`config.mk`:
```
export PLATFORM = sky130hd
export DESIGN_NAME = cmp_timer_channel
export DESIGN_NICKNAME = d
export VERILOG_FILES = /design/src/rtl/tmr_pkg.sv /design/src/rtl/tmr_cmp_reg.sv /design/src/rtl/tmr_ctl.sv /design/src/rtl/tmr_cond.sv /design/src/rtl/cmp_timer_channel.sv
export SDC_FILE = /design/constraint.sdc
export NUM_CORES = 1
export LEC_CHECK = 0
export BUFFER_PORTS_ARGS = -buffer_cell sky130_fd_sc_hd__buf_2
export CORE_AREA = 2 2 97 99
export CTS_CLUSTER_DIAMETER = 80
export DETAILED_ROUTE_END_ITERATION = 6
export DIE_AREA = 0 0 99 101
export GPL_TIMING_DRIVEN = 0
export PLACE_DENSITY = 0.91
export SLEW_MARGIN = 20
export SYNTH_ARGS = -nofsm -noshare
export SYNTH_HDL_FRONTEND = slang
export SYNTH_HIERARCHICAL = 1
export SYNTH_SLANG_ARGS = --single-unit
```
`constraint.sdc`:
```
create_clock -name clk -period 5.9 [get_ports clk]
set_input_delay 1.18 -clock clk [delete_from_list [all_inputs] [get_ports clk]]
set_output_delay 1.18 -clock clk [all_outputs]
set_load 0.05 [all_outputs]
```
`src/rtl/tmr_pkg.sv`:
```
package tmr_pkg;
    localparam int unsigned REG_W   = 64;
    localparam int unsigned BIT_EN  = 0;
    localparam int unsigned BIT_MSK = 1;
    localparam int unsigned BIT_ST  = 2;

    typedef enum logic {
        SEL_CMP = 1'b0,
        SEL_CTL = 1'b1
    } rd_sel_e;

    typedef struct packed {
        logic mask;
        logic en;
    } ctl_t;
endpackage

```
`src/rtl/tmr_cmp_reg.sv`:
```
module tmr_cmp_reg #(
    parameter int unsigned CNT_W = 56
) (
    input  logic                     clk,
    input  logic                     we,
    input  logic [tmr_pkg::REG_W-1:0] wdata,
    output logic [CNT_W-1:0]         cval
);
    typedef struct packed {
        logic [CNT_W-1:0] cval;
    } cmp_st_t;

    cmp_st_t st_d, st_q;

    // Upper write bits are dropped when the counter is narrow.
    generate
        if (CNT_W < tmr_pkg::REG_W) begin : g_narrow
            logic unused_hi;
            assign unused_hi = ^wdata[tmr_pkg::REG_W-1:CNT_W];
        end
    endgenerate

    always_comb begin
        st_d = st_q;
        if (we) begin
            st_d.cval = wdata[CNT_W-1:0];
        end
    end

    // No reset: the compare value is undefined until written.
    always_ff @(posedge clk) begin
        st_q <= st_d;
    end

    assign cval = st_q.cval;
endmodule

```
`src/rtl/tmr_ctl.sv`:
```
module tmr_ctl (
    input  logic         clk,
    input  logic         rst_n,
    input  logic         we,
    input  logic [1:0]   wdata,
    output tmr_pkg::ctl_t ctl
);
    tmr_pkg::ctl_t ctl_d, ctl_q;

    always_comb begin
        ctl_d = ctl_q;
        if (we) begin
            ctl_d.en   = wdata[tmr_pkg::BIT_EN];
            ctl_d.mask = wdata[tmr_pkg::BIT_MSK];
        end
    end

    always_ff @(posedge clk or negedge rst_n) begin
        if (!rst_n) begin
            ctl_q <= '0;
        end else begin
            ctl_q <= ctl_d;
        end
    end

    assign ctl = ctl_q;

    // a write changes only the two control bits it carries
    p_ctl_write_r8: assert property (@(posedge clk) disable iff (!rst_n)
        we |=> (ctl_q.en == $past(wdata[tmr_pkg::BIT_EN]) &&
                ctl_q.mask == $past(wdata[tmr_pkg::BIT_MSK])));
endmodule

```
`src/rtl/tmr_cond.sv`:
```
module tmr_cond #(
    parameter int unsigned CNT_W = 56
) (
    input  logic             clk,
    input  logic             rst_n,
    input  logic [CNT_W-1:0] cnt,
    input  logic [CNT_W-1:0] cval,
    input  logic             en,
    input  logic             mask,
    output logic             status,
    output logic             irq
);
    localparam int unsigned EXT_W = tmr_pkg::REG_W;

    typedef struct packed {
        logic irq;
    } cond_st_t;

    cond_st_t st_d, st_q;
    logic [EXT_W-1:0] cnt_ext;
    logic [EXT_W-1:0] cval_ext;
    logic             reached;

    // Both operands are zero-extended to the full register width.
    assign cnt_ext  = EXT_W'(cnt);
    assign cval_ext = EXT_W'(cval);
    assign reached  = (cnt_ext >= cval_ext);
    assign status   = en && reached;

    always_comb begin
        st_d     = st_q;
        st_d.irq = status && !mask;
    end

    always_ff @(posedge clk or negedge rst_n) begin
        if (!rst_n) begin
            st_q <= '0;
        end else begin
            st_q <= st_d;
        end
    end

    assign irq = st_q.irq;
endmodule

```
`src/rtl/cmp_timer_channel.sv`:
```
module cmp_timer_channel #(
    parameter int unsigned CNT_W = 56
) (
    input  logic                      clk,
    input  logic                      rst_n,
    input  logic [CNT_W-1:0]          cnt_i,
    input  logic                      cval_we,
    input  logic [tmr_pkg::REG_W-1:0] cval_wdata,
    input  logic                      ctl_we,
    input  logic [tmr_pkg::REG_W-1:0] ctl_wdata,
    input  logic                      rd_sel,
    output logic [tmr_pkg::REG_W-1:0] rd_data,
    output logic                      irq_o
);
    import tmr_pkg::*;

    logic [CNT_W-1:0] cval;
    ctl_t             ctl;
    logic             status;
    logic             unused_ctl_hi;

    assign unused_ctl_hi = ^ctl_wdata[REG_W-1:2];

    tmr_cmp_reg #(.CNT_W(CNT_W)) i_cmp (
        .clk   (clk),
        .we    (cval_we),
        .wdata (cval_wdata),
        .cval  (cval)
    );

    tmr_ctl i_ctl (
        .clk   (clk),
        .rst_n (rst_n),
        .we    (ctl_we),
        .wdata (ctl_wdata[1:0]),
        .ctl   (ctl)
    );

    tmr_cond #(.CNT_W(CNT_W)) i_cond (
        .clk    (clk),
        .rst_n  (rst_n),
        .cnt    (cnt_i),
        .cval   (cval),
        .en     (ctl.en),
        .mask   (ctl.mask),
        .status (status),
        .irq    (irq_o)
    );

    always_comb begin
        rd_data = '0;
        if (rd_sel_e'(rd_sel) == SEL_CMP) begin
            rd_data[CNT_W-1:0] = cval;
        end else begin
            rd_data[BIT_EN]  = ctl.en;
            rd_data[BIT_MSK] = ctl.mask;
            rd_data[BIT_ST]  = status;
        end
    end

    // a disabled channel never reports the condition
    p_disabled_quiet_r4: assert property (@(posedge clk) disable iff (!rst_n)
        !ctl.en |-> !status);

    // an unmasked met condition raises the line one cycle later
    p_irq_rise_r5: assert property (@(posedge clk) disable iff (!rst_n)
        (status && !ctl.mask) |=> irq_o);

    // without an unmasked condition the line is low next cycle
    p_irq_low_r5: assert property (@(posedge clk) disable iff (!rst_n)
        (!status || ctl.mask) |=> !irq_o);

    // a set mask keeps the line low in the following cycle
    p_mask_blocks_r6: assert property (@(posedge clk) disable iff (!rst_n)
        ctl.mask |=> !irq_o);

    generate
        if (CNT_W < REG_W) begin : g_hi_chk
            // upper compare bits always read as zero
            p_upper_zero_r1: assert property (@(posedge clk) disable iff (!rst_n)
                (rd_sel == 1'b0) |-> (rd_data[REG_W-1:CNT_W] == '0));
        end
    endgenerate
endmodule

```
---- Word-level counts from Yosys, hierarchy flattened ----
Index checks and enable logic that the tools add are counted.
word-level totals
  register bits ........................... 59
  word-level logic and storage cells ...... 10
  input port bits ......................... 189
  output and inout port bits .............. 65
cells by class
  multiplexer cells ....................... 2
  reduce and logical (&&, ||, !) cells .... 3
  $lt $le $gt $ge ......................... 1
operators by type and width
  operator             count
  $ge A56 B56 Y1       1
  $mux W53             1
  $mux W3              1
  $logic_and A1 B1 Y1  2
  $logic_not A1 Y1     1

---- Depth between registers and ports, before layout ----
Gate-level depths: netlist (run 1).
  depth after elaboration ................. 3
  depth in mapped cells ................... 9
  gate-level depth less buffers ........... 9

---- Cells and area by module ----
Netlist (run 1), hierarchy kept.
by module, submodules not included
  module             area each (sq um)  times used  cells each  seq. area each (sq um)
  tmr_cmp_reg        1,681.6            1           56          1,681.6
  tmr_cond           1,471.4            1           203         25.0
  cmp_timer_channel  501.7              1           71          0.0
  tmr_ctl            72.6               1           4           50.0

---- Worst setup path after synthesis (run 1) ----
No wires, ideal clock.
  path kind ............................... input port to output port
  start point ............................. input cnt_i[35]
  end point ............................... output rd_data[2] in the netlist's numbering
  cell stages on the path ................. 7
  slack ................................... 1.885 ns
  required time ........................... 4.720 ns
  data arrival time ....................... 2.835 ns
  path through ............................ ha_1 -> a21oi_1 -> a31oi_1 -> o31a_2 -> a2111oi_2 -> a21boi_1 -> mux2_4
on the way
  word-level cells in the longest chain between the ends .. 3
RTL lines
  item                 RTL line                 source
  start: declaration   cmp_timer_channel.sv:6   input logic [CNT_W-1:0] cnt_i,
  $ge A56 B56 Y1       tmr_cond.sv:27           assign reached = (cnt_ext >= cval_ext);
  $logic_and A1 B1 Y1  tmr_cond.sv:28           assign status = en && reached;
  net status           cmp_timer_channel.sv:19  logic status;
  $mux W3              cmp_timer_channel.sv:52  if (rd_sel_e'(rd_sel) == SEL_CMP) begin
  end: declaration     cmp_timer_channel.sv:12  output logic [tmr_pkg::REG_W-1:0] rd_data,
The timed path passes the listed nets, and every way through them passes these cells.

---- Worst setup path after layout (run 1) ----
  start point ............................. input cnt_i[49]
  end point ............................... output rd_data[2] in the netlist's numbering
The elaborated chain is that of the path after synthesis.

==> key figures, run 1 <==
Status
  – Status: finished, final reports clean

Timing
  – RSZ-0062 raised after global routing: false
  – Final hold violation count: 0
  – Worst setup margin: 1.32 ns
  – Fmax: 218 MHz
  – Max Clock Skew: 0.00735 ns
  – Max-slew violations: 0
  – Setup-failing EPs final: 0
  – TNS Setup: 0 ns
  – Tightest Pin Transition: 0.737 ns
  – Fin crit period: 4.58 ns
  – Final period util: 77.6%
  – Max_slew headroom: 50.9%

GRT
  – Vias in the first global route: 3263
  – Initial antenna violation count: 0
  – Largest net degree at the start of global routing: 57
  – Total congestion overflow: 0
  – Total Routing Usage GR: 18.9%
  – Global-route wire length before repair: 14600 um

Clocking
  – Worst-skew pair later-pin latency: 0.33 ns
  – Worst-case clock buffer depth: 2
  – Post-CTS resize count: 0
  – CTS H-tree depth: 3
  – Clock Pin Slew Worst Setup and Hold Paths: 0.06 ns
  – TritonCTS clock tree: built
  – Clock buffer count from CTS: 9
  – Root Buffer: clkbuf_8
  – TritonCTS sink count: 59
  – Setup bufs post-CTS: 0
  – CTS Hold Bufs: 0

Place
  – PortBufs: 174
  – Placer Congestion: 0.815
  – Placed Instance Area: 0.00477 mm^2
  – HPWL after DPL: 7720 um
  – Setup WS pre-CTS: 1.29 ns

Synthesis
  – EDFF count, synth: 56
  – Cell area after synthesis: 0.00373 mm^2
  – Largest area contributor in the netlist: edfxtp_1
  – Register area share after synthesis: 47.1%
  – Unique masters post-synth: 35
  – Largest cells by area after synthesis: edfxtp_1, ha_1, nor2b_1
  – Synth Area per Inst: 11.2 um^2
  – Post-synth top cells: edfxtp_1, ha_1, inv_1
  – Ys flop type: edfxtp_1
  – Async SR Flop Fraction: 5.08%
  – Synth top area share: 45.1%
  – Flops & latches, synth: 59
  – Synth Instances: 334
  – Synth warn: 6

Drt
  – Detailed Route Iter0 Violations: 67
  – Post-route ant nets: 0
  – Vias/cell: 4.81
  – TritonRoute pass-1 iters: 4
  – DRC Markers: 0
  – WL/cell: 14.6 um
  – Total Routed Length: 9350 um
  – Vias: 3081

Floorplanning
  – Initial core utilization: 41.5%
  – I/O Pins: 254
  – Num rows: 35
  – Die Width: 99 um
  – Core area: 0.00898 mm^2
  – Die Ht: 101 um
  – Die area: 0.0100 mm^2

Final layout
  – Layout area overhead: 31.9%
  – NumNets Final: 771
  – Sequential Area: 0.00176 mm^2
  – Post-route cell area: 0.00492 mm^2
  – # fillers: 764
  – Final Util: 54.8%
  – # diodes: 0
  – Multi-input combinational cell area: 0.00167 mm^2
  – Share of cells above drive strength 1: 39.8%

Worst setup path
  – Reg2Reg Launch Point: i_cmp/cval[49]
  – Worst setup SP type: input port
  – Max stage delay cell, worst path: nor4_2
  – Worst endpoint required time: 4.72 ns
  – CP endpoint kind: output port
  – Crit-path leading delay family: simple AND/OR/NAND/NOR gates
  – Reg2Reg Depth: 8
  – Reg-to-reg slack, setup: 3.70 ns
  – Critical-path cell list: buf_2 > ha_1 > nand4_1 > nor4_2 > nand3_1 > a31oi_1 > a2111oi_2 > a21boi_1 > mux2_4 > buf_2
  – Crit path kind: input port to output port
  – WP data arrival: 3.40 ns
  – Worst path max stage delay: 0.44 ns
  – Most frequent CP cell: buf_2
  – Setup crit start: cnt_i[49]
  – CP endpoint: rd_data[2]
  – RR Endpoint: i_cond/irq
  – WP buf/inv: 2
  – CP max FO: 2
  – Levels on crit path: 10

Flow run
  – MaxCap Viol Count: 0

Power
  – VDD IR max: 123 uV
  – LEAKAGE: 0.00254 uW
  – PwrDens: 233 mW/mm^2

Hold path
  – Min-delay worst type: flop to flop
==> cell type report <==
type / count / share of cell area, %
flip-flops and latches: 59 / 35.7
multi-input cells: 212 / 33.9
repair buffers: 174 / 17.8
inverters: 56 / 4.28
well taps: 111 / 2.83
clock buffers: 11 / 2.67
plain buffers: 14 / 2.47
clock inverters: 4 / 0.382
==> sequential cells by signal, summed over array words and instances (netlist names) <==
signal and count:
i_cond/irq 1, i_cmp/cval 56, i_ctl/ctl 2
==> cell usage in the layout, fill, tap and decap left out, types with 2 or more instances in the layout <==
cell,Yosys,routed
nor2_1,6,6
mux2_4,3,3
o21ai_0,5,5
buf_6,5,5
edfxtp_1,56,56
ha_1,56,56
a21boi_0,2,2
nor2b_1,54,54
dfrtp_1,3,3
nand3_1,8,8
nand2b_1,2,2
clkinv_2,0,3
nand4_2,2,2
buf_2,1,174
nand4_1,10,10
a211oi_1,2,2
buf_4,8,9
a31oi_1,2,2
clkbuf_1,0,2
mux2_2,2,2
o211ai_1,2,2
conb_1,1,8
a21oi_1,24,24
clkbuf_8,0,9
inv_1,56,56
nand2_1,12,12
==> where the power goes <==
group	internal [uW]	leakage [uW]	total (uW)	switching, uW
clock network	147	0.0000804	297	151
registers	497	0.000585	512	16.0
logic	118	0.00187	335	217
==> through the flow <==
step	power, uW	std cells	hold slack, ns
2_1_floorplan	746	341	0.495
3_3_place_gp	841	626	0.527
3_5_place_dp	857	626	0.562
4_1_cts	1160	641	0.569
5_1_grt	1210	641	0.590
6_report	1140	641	0.563
==> cells by family (layout without fill, tap and decap cells) <==
group	count (synthesis)	in the layout	synth area share (%)
other	1	8	0.101
and+or+nand+nor	98	98	15.8
muxes	5	5	1.81
AOI/OAI and AO/OA	45	45	7.42
buffers and inverters	70	259	8.90
adders and majority gates	56	56	18.8
DFF	59	59	47.1
==> worst min path at each step <==
stage                 startpoint           end  slack (ns)  cells after the start
CTS                 i_ctl/ctl[1]    i_cond/irq        0.57                      2
detailed placement  i_ctl/ctl[1]    i_cond/irq        0.56                      2
global placement    i_ctl/ctl[1]  i_ctl/ctl[1]        0.53                      1
finish              i_ctl/ctl[1]    i_cond/irq        0.56                      2
floorplan           i_ctl/ctl[1]  i_ctl/ctl[1]        0.49                      1
global route        i_ctl/ctl[1]  i_ctl/ctl[1]        0.59                      1
==> worst min-delay path, stage by stage (launching register included) <==
cell and delay (ns):
dfrtp_1 0.37, nand2b_1 0.11, a21oi_1 0.04
==> routing by layer <==
| metal | wire length (um) | vias up | track usage, % |
|---|---|---|---|
| met3 | 641 | 22 | 4.16 |
| met1 | 3760 | 1389 | 21.6 |
| met2 | 4700 | 137 | 33.8 |
| met4 | 246 | 0 | 8.75 |
| li1 | - | 1533 | - |
| met5 | 0 | - | 0 |
Power figures use the tool's default switching activity.
==> inputs of run 2 (changes only) <==
- CORE_AREA: 2 2 97 99 -> 2 2 98 100
- DIE_AREA: 0 0 99 101 -> 0 0 100 102
- PLACE_DENSITY: 0.91 -> 0.89
- clock period: 5.9 -> 4.4 ns (I/O delays scaled with it)
==> run 2 against run 1 <==
Largest cell class unchanged. Via count is 1.5% lower. Largest power group unchanged. Routed wire length is 1.2% lower. Utilization is 0.56 points lower. Final area is 0.43% higher. Clock power is 40% higher. Non-clock buffer count stayed put. Highest routed layer unchanged. Clock skew is 0.0030 ns higher.
==> key figures, run 2 (synthesized netlist as in run 1, its figures left out) <==
Place
  – HPWL after DPL: 7720 um (about the same)
  – PortBufs: 174 (unchanged)
  – Placer Congestion: 0.800 (-1.8%)
  – Placed Instance Area: 0.00477 mm^2 (unchanged)

Floorplanning
  – Die Width: 100 um (+1.0%)
  – Initial core utilization: 40.9% (-0.60 points)
  – I/O Pins: 254 (unchanged)
  – Die Ht: 102 um (+0.99%)
  – Num rows: 35 (unchanged)
  – Die area: 0.0102 mm^2 (+2.0%)
  – Core area: 0.00911 mm^2 (+1.5%)

Timing
  – Hold_ws: 0.342 ns (-0.220 ns)
  – Fmax: 251 MHz
  – Final period util: 90.4%
  – Fin crit period: 3.98 ns
  – Max-slew violations: 0 (unchanged)
  – Final hold violation count: 0 (unchanged)
  – Max_slew headroom: 51.4% (+0.59 points)
  – Setup-failing EPs final: 0 (unchanged)
  – RSZ-0062 raised after global routing: false
  – TNS Setup: 0 ns (unchanged)
  – Max Clock Skew: 0.0104 ns (+0.00305 ns)
  – Tightest Pin Transition: 0.728 ns (-0.00879 ns)

Power
  – Switch share: 33.9% (+0.40 points)
  – Logic pwr share: 28.8% (-0.5 points)
  – P_sw: 525 uW (+37%)
  – Overall Power: 1550 uW (+35%)
  – Internal power: 1020 uW (+35%)
  – VDD IR max: 221 uV (+79%)
  – Clk network pwr share: 26.9% (+0.9 points)
  – LEAKAGE: 0.00254 uW (about the same)
  – Seq pwr share: 44.3% (-0.5 points)
  – PwrDens: 314 mW/mm^2 (+35%)

Clocking
  – CTS H-tree depth: 3 (unchanged)
  – CTS Hold Bufs: 0 (unchanged)
  – Clock buffer count from CTS: 9 (unchanged)
  – Clock Pin Slew Worst Setup and Hold Paths: 0.07 ns (about the same)
  – Worst-skew pair later-pin latency: 0.32 ns (about the same)
  – Post-CTS resize count: 0 (unchanged)
  – TritonCTS sink count: 59 (unchanged)
  – Worst-case clock buffer depth: 2 (unchanged)
  – Root Buffer: clkbuf_8
  – TritonCTS clock tree: built
  – Setup bufs post-CTS: 0 (unchanged)

Final layout
  – Max reg flops: 56 (unchanged)
  – Commonest non-fill, non-tap cells in the layout: buf_2, edfxtp_1, inv_1, ha_1, nor2b_1
  – Share of cells above drive strength 1: 40.3% (+0.49 points)
  – Layout area overhead: 32.5%
  – Most common cell after layout, fill and taps aside: buf_2
  – # fillers: 833 (+9.0%)
  – NumNets Final: 771 (unchanged)
  – Post-route cell area: 0.00494 mm^2 (+0.43%)

GRT
  – Vias in the first global route: 3114 (-4.6%)
  – GRT busiest layer: met2
  – Met1 usage: 19.7% (-1.9 points)
  – Initial antenna violation count: 1 (+1)
  – Global-route wire length before repair: 14200 um (-2.9%)
  – Met3 usage: 5.06% (+0.90 points)
  – Met2 GRT Util: 34.1% (+0.26 points)
  – Total Routing Usage GR: 18.0% (-0.97 points)
  – Total congestion overflow: 0 (unchanged)
  – Largest net degree at the start of global routing: 57 (unchanged)

Worst setup path
  – Reg2Reg Depth: 8 (unchanged)
  – RR Endpoint: i_cond/irq
  – Crit path kind: input port to output port
  – CP endpoint: rd_data[2]
  – Critical-path cell list: buf_2 > ha_1 > nand4_1 > nor4_2 > nand3_1 > nor3_1 > o21ai_1 > a21boi_1 > mux2_4 > buf_2
  – Setup crit start: cnt_i[49]
  – Worst endpoint required time: 3.52 ns (-1.20 ns)
  – Reg-to-reg slack, setup: 2.19 ns (-1.51 ns)
  – WP buf/inv: 2 (unchanged)
  – Reg2Reg Launch Point: i_cmp/cval[51]
  – Levels on crit path: 10 (unchanged)
  – CP max FO: 2 (unchanged)
  – Worst path max stage delay: 0.42 ns (-0.02 ns)
  – WP data arrival: 3.10 ns (-0.30 ns)
  – Worst setup SP type: input port
  – Max stage delay cell, worst path: nor4_2
  – Most frequent CP cell: buf_2
  – Crit-path leading delay family: simple AND/OR/NAND/NOR gates
  – CP endpoint kind: output port

Drt
  – Vias: 3034 (-1.5%)
  – Vias/cell: 4.72 (-1.8%)
  – Detailed Route Iter0 Violations: 78 (+16%)
  – DRC Markers: 0 (unchanged)
  – TritonRoute pass-1 iters: 4 (unchanged)
  – Total Routed Length: 9240 um (-1.2%)
  – WL/cell: 14.4 um (-1.5%)
  – Post-route ant nets: 0 (unchanged)

Flow run
  – MaxCap Viol Count: 0 (unchanged)

Status
  – Status: finished, final reports clean

Hold path
  – Min-delay worst type: input port to asynchronous set/reset pin
-- run 2: through the flow --
step,util (%),worst slack (ns),instances
final,54.2,0.423,643
after CTS,54.2,0.349,642
after global placement,52.3,0.362,626
after detailed placement,52.3,0.350,626
after global routing,54.2,0.217,642
after floorplan,-,0.985,341
-- run 2: how the worst min path moves through the flow --
stage	startpoint	end	slack, ns	depth (start not counted)
after floorplan	i_ctl/ctl[1]	i_ctl/ctl[1]	0.49	1
after global placement	i_ctl/ctl[1]	i_ctl/ctl[1]	0.53	1
after detailed placement	i_ctl/ctl[1]	i_ctl/ctl[1]	0.53	1
after CTS	rst_n	i_ctl/ctl[1]	0.32	1
after global routing	rst_n	i_ctl/ctl[1]	0.32	1
final	rst_n	i_ctl/ctl[1]	0.34	1
-- run 2: power groups by stage --
stage               registers, uW  clock network, uW  logic (uW)
floorplan                     693                  0         307
global placement              698                  0         429
detailed placement            700                  0         447
CTS                           688                434         449
global route                  694                462         485
finish                        687                417         446
-- run 2: layout make-up --
type	instances	area (um^2)	area share (%)
repair buffers	174	873	17.7
plain buffers	14	121	2.46
clock buffers	9	124	2.51
flip-flops and latches	59	1760	35.6
multi-input cells	212	1670	33.7
diodes	1	2.50	0.0507
inverters	56	210	4.26
well taps	111	139	2.81
clock inverters	7	45.0	0.912
-- run 2: layer usage --
metal	vias to the layer above	share of wire, %	wire (um)
li1	1531	-	-
met1	1370	39	3630
met2	126	52	4780
met3	7	8.2	754
met4	0	0.82	76
met5	-	0	0
==> inputs of run 3 (changes only) <==
- CORE_AREA: 2 2 98 100 -> unset
- CORE_ASPECT_RATIO: unset -> 0.75
- CORE_UTILIZATION: unset -> 42
- DIE_AREA: 0 0 100 102 -> unset
- PLACE_DENSITY: 0.89 -> 0.91
- SKIP_LAST_GASP: unset -> 1
==> run 3 against run 2 <==
Critical path depth stayed put. Final area is 2.0% higher. Cell count fell by 0.78%. First-iteration DRC count is 29% higher. Utilization rose by 4.9 points. Register-to-register slack got worse by 0.04 ns. Maximum frequency fell by 2.4%. Non-clock buffer count is the same. Clock skew is 0.0066 ns lower. Die area is 9.2% lower. Via count is 2.1% higher. Sequential share of layout area fell by 0.71 points. Critical path type unchanged. Highest routed layer unchanged.
==> key figures, run 3 (synthesized netlist as in run 1, its figures left out) <==
Final layout
  – Non-filler cells, final: 638 (-0.78%)
  – Max reg flops: 56 (unchanged)
  – NumNets Final: 771 (unchanged)
  – Commonest non-fill, non-tap cells in the layout: buf_2, edfxtp_1, inv_1, ha_1, nor2b_1
  – Layout area overhead: 35.1%
  – # fillers: 729 (-12%)
  – Most common cell after layout, fill and taps aside: buf_2
  – Sequential Area: 0.00176 mm^2 (unchanged)
  – Share of cells above drive strength 1: 39.6% (-0.68 points)
  – Multi-input combinational cell area: 0.00167 mm^2 (unchanged)
  – # diodes: 0 (-1)
  – Final Util: 59.1% (+4.9 points)

Timing
  – Final period util: 92.7% (+2.3 points)
  – Fin crit period: 4.08 ns (+0.0998 ns)
  – Tightest Pin Transition: 0.717 ns (-0.0109 ns)
  – Max Clock Skew: 0.00384 ns (-0.00656 ns)
  – Max_slew headroom: 52.2% (+0.73 points)
  – Worst setup margin: 0.323 ns (-0.0998 ns)
  – TNS Setup: 0 ns (unchanged)
  – Setup-failing EPs final: 0 (unchanged)
  – Max-slew violations: 0 (unchanged)
  – Fmax: 245 MHz (-2.4%)
  – Final hold violation count: 0 (unchanged)
  – RSZ-0062 raised after global routing: false

Drt
  – Vias/cell: 4.85 (+2.9%)
  – DRC Markers: 0 (unchanged)
  – TritonRoute pass-1 iters: 4 (unchanged)
  – Post-route ant nets: 0 (unchanged)
  – Total Routed Length: 9080 um (-1.7%)
  – Detailed Route Iter0 Violations: 101 (+29%)
  – Vias: 3097 (+2.1%)
  – WL/cell: 14.2 um (-0.89%)

Place
  – Setup WS pre-CTS: 0.302 ns (-0.0471 ns)
  – PortBufs: 174 (unchanged)
  – HPWL after DPL: 7440 um (-3.6%)
  – Placer Congestion: 0.801 (+0.15%)
  – Post-Place Cells: 623 (-0.48%)

Worst setup path
  – WP data arrival: 3.20 ns (+0.10 ns)
  – CP endpoint kind: output port
  – Max stage delay cell, worst path: nor4_2
  – Worst setup SP type: input port
  – Worst path max stage delay: 0.46 ns (+0.04 ns)
  – Crit path kind: input port to output port
  – Most frequent CP cell: buf_2
  – Crit-path leading delay family: simple AND/OR/NAND/NOR gates
  – CP max FO: 3 (+1)
  – Worst endpoint required time: 3.52 ns (about the same)
  – Critical-path cell list: buf_2 > ha_1 > nand4_1 > nor4_2 > nand3_1 > a31oi_1 > a2111oi_2 > a21boi_1 > mux2_4 > buf_2
  – WP buf/inv: 2 (unchanged)

Clocking
  – TritonCTS sink count: 59 (unchanged)
  – Clock Pin Slew Worst Setup and Hold Paths: 0.05 ns (-0.02 ns)
  – TritonCTS clock tree: built
  – Worst-skew pair later-pin latency: 0.31 ns (about the same)
  – Root Buffer: clkbuf_16
  – Clock buffer count from CTS: 9 (unchanged)
  – Worst-case clock buffer depth: 2 (unchanged)
  – Post-CTS resize count: 0 (unchanged)
  – CTS Hold Bufs: 0 (unchanged)
  – Setup bufs post-CTS: 0 (unchanged)
  – CTS H-tree depth: 3 (unchanged)

Flow run
  – MaxCap Viol Count: 0 (unchanged)

GRT
  – Total congestion overflow: 0 (unchanged)
  – Vias in the first global route: 3171 (+1.8%)
  – Largest net degree at the start of global routing: 57 (unchanged)
  – Total Routing Usage GR: 20.1% (+2.1 points)
  – Global-route wire length before repair: 14500 um (+2.3%)
  – Initial antenna violation count: 0 (-1)

Power
  – LEAKAGE: 0.00259 uW (+2.2%)
  – PwrDens: 354 mW/mm^2 (+13%)
  – VDD IR max: 234 uV (+6.0%)

Floorplanning
  – I/O Pins: 254 (unchanged)
  – Num rows: 29 (-17%)
  – Die Ht: 83.6 um (-18%)
  – Core area: 0.00853 mm^2 (-6.4%)
  – Initial core utilization: 43.7% (+2.8 points)
  – Die area: 0.00926 mm^2 (-9.2%)
  – Die Width: 111 um (+11%)

Status
  – Status: finished, final reports clean

Hold path
  – Min-delay worst type: input port to asynchronous set/reset pin
[run 3: stage by stage]
| stage | hold slack [ns] | power (uW) | cell area [um^2] |
|---|---|---|---|
| final | 0.361 | 1780 | 5040 |
| after global routing | 0.342 | 1870 | 5040 |
| after CTS | 0.352 | 1810 | 5040 |
| after detailed placement | 0.533 | 1150 | 4760 |
| after global placement | 0.519 | 1130 | 4760 |
| after floorplan | 0.495 | 1000 | 3750 |
[run 3: layout make-up]
cell class / count / area share [%]
sequential: 59 / 34.9
multi-input combinational: 212 / 33.1
timing repair buffer: 174 / 17.3
clock buffer: 11 / 4.62
inverter: 56 / 4.17
tap: 108 / 2.68
buffer: 14 / 2.41
clock inverter: 4 / 0.845
[run 3: final timing paths]
kind                                 from      endpoint  slack (ns)  depth (start not counted)
setup / recovery                cnt_i[51]    rd_data[2]        0.32                         10
hold / removal                      rst_n  i_ctl/ctl[0]        0.36                          1
setup reg to reg           i_cmp/cval[51]    i_cond/irq        2.15                          8
hold reg to reg              i_ctl/ctl[1]  i_ctl/ctl[1]        0.55                          1
max in group asynchronous           rst_n    i_cond/irq        3.93                          1
min in group clk             i_ctl/ctl[1]  i_ctl/ctl[1]        0.55                          1
[run 3: report_power, final]
group          internal [uW]  leakage [uW]  total [uW]  switching (uW)
logic                    158       0.00187         450             291
registers                667      0.000585         688            21.0
clock network            429      0.000134         645             216
[run 3: layer usage]
layer	routed length [um]	global-route usage [%]
met1	3860	22.7
met2	4630	37.4
met3	509	5.37
met4	86	5.09
met5	0	0
[run 3: worst reg2reg max path: stages, from the launching register on]
cell and delay, ns:
edfxtp_1 0.35, inv_1 0.05, ha_1 0.31, nand4_1 0.18, nor4_2 0.46, nand3_1 0.22
a31oi_1 0.36, a2111oi_2 0.11, a21oi_1 0.14
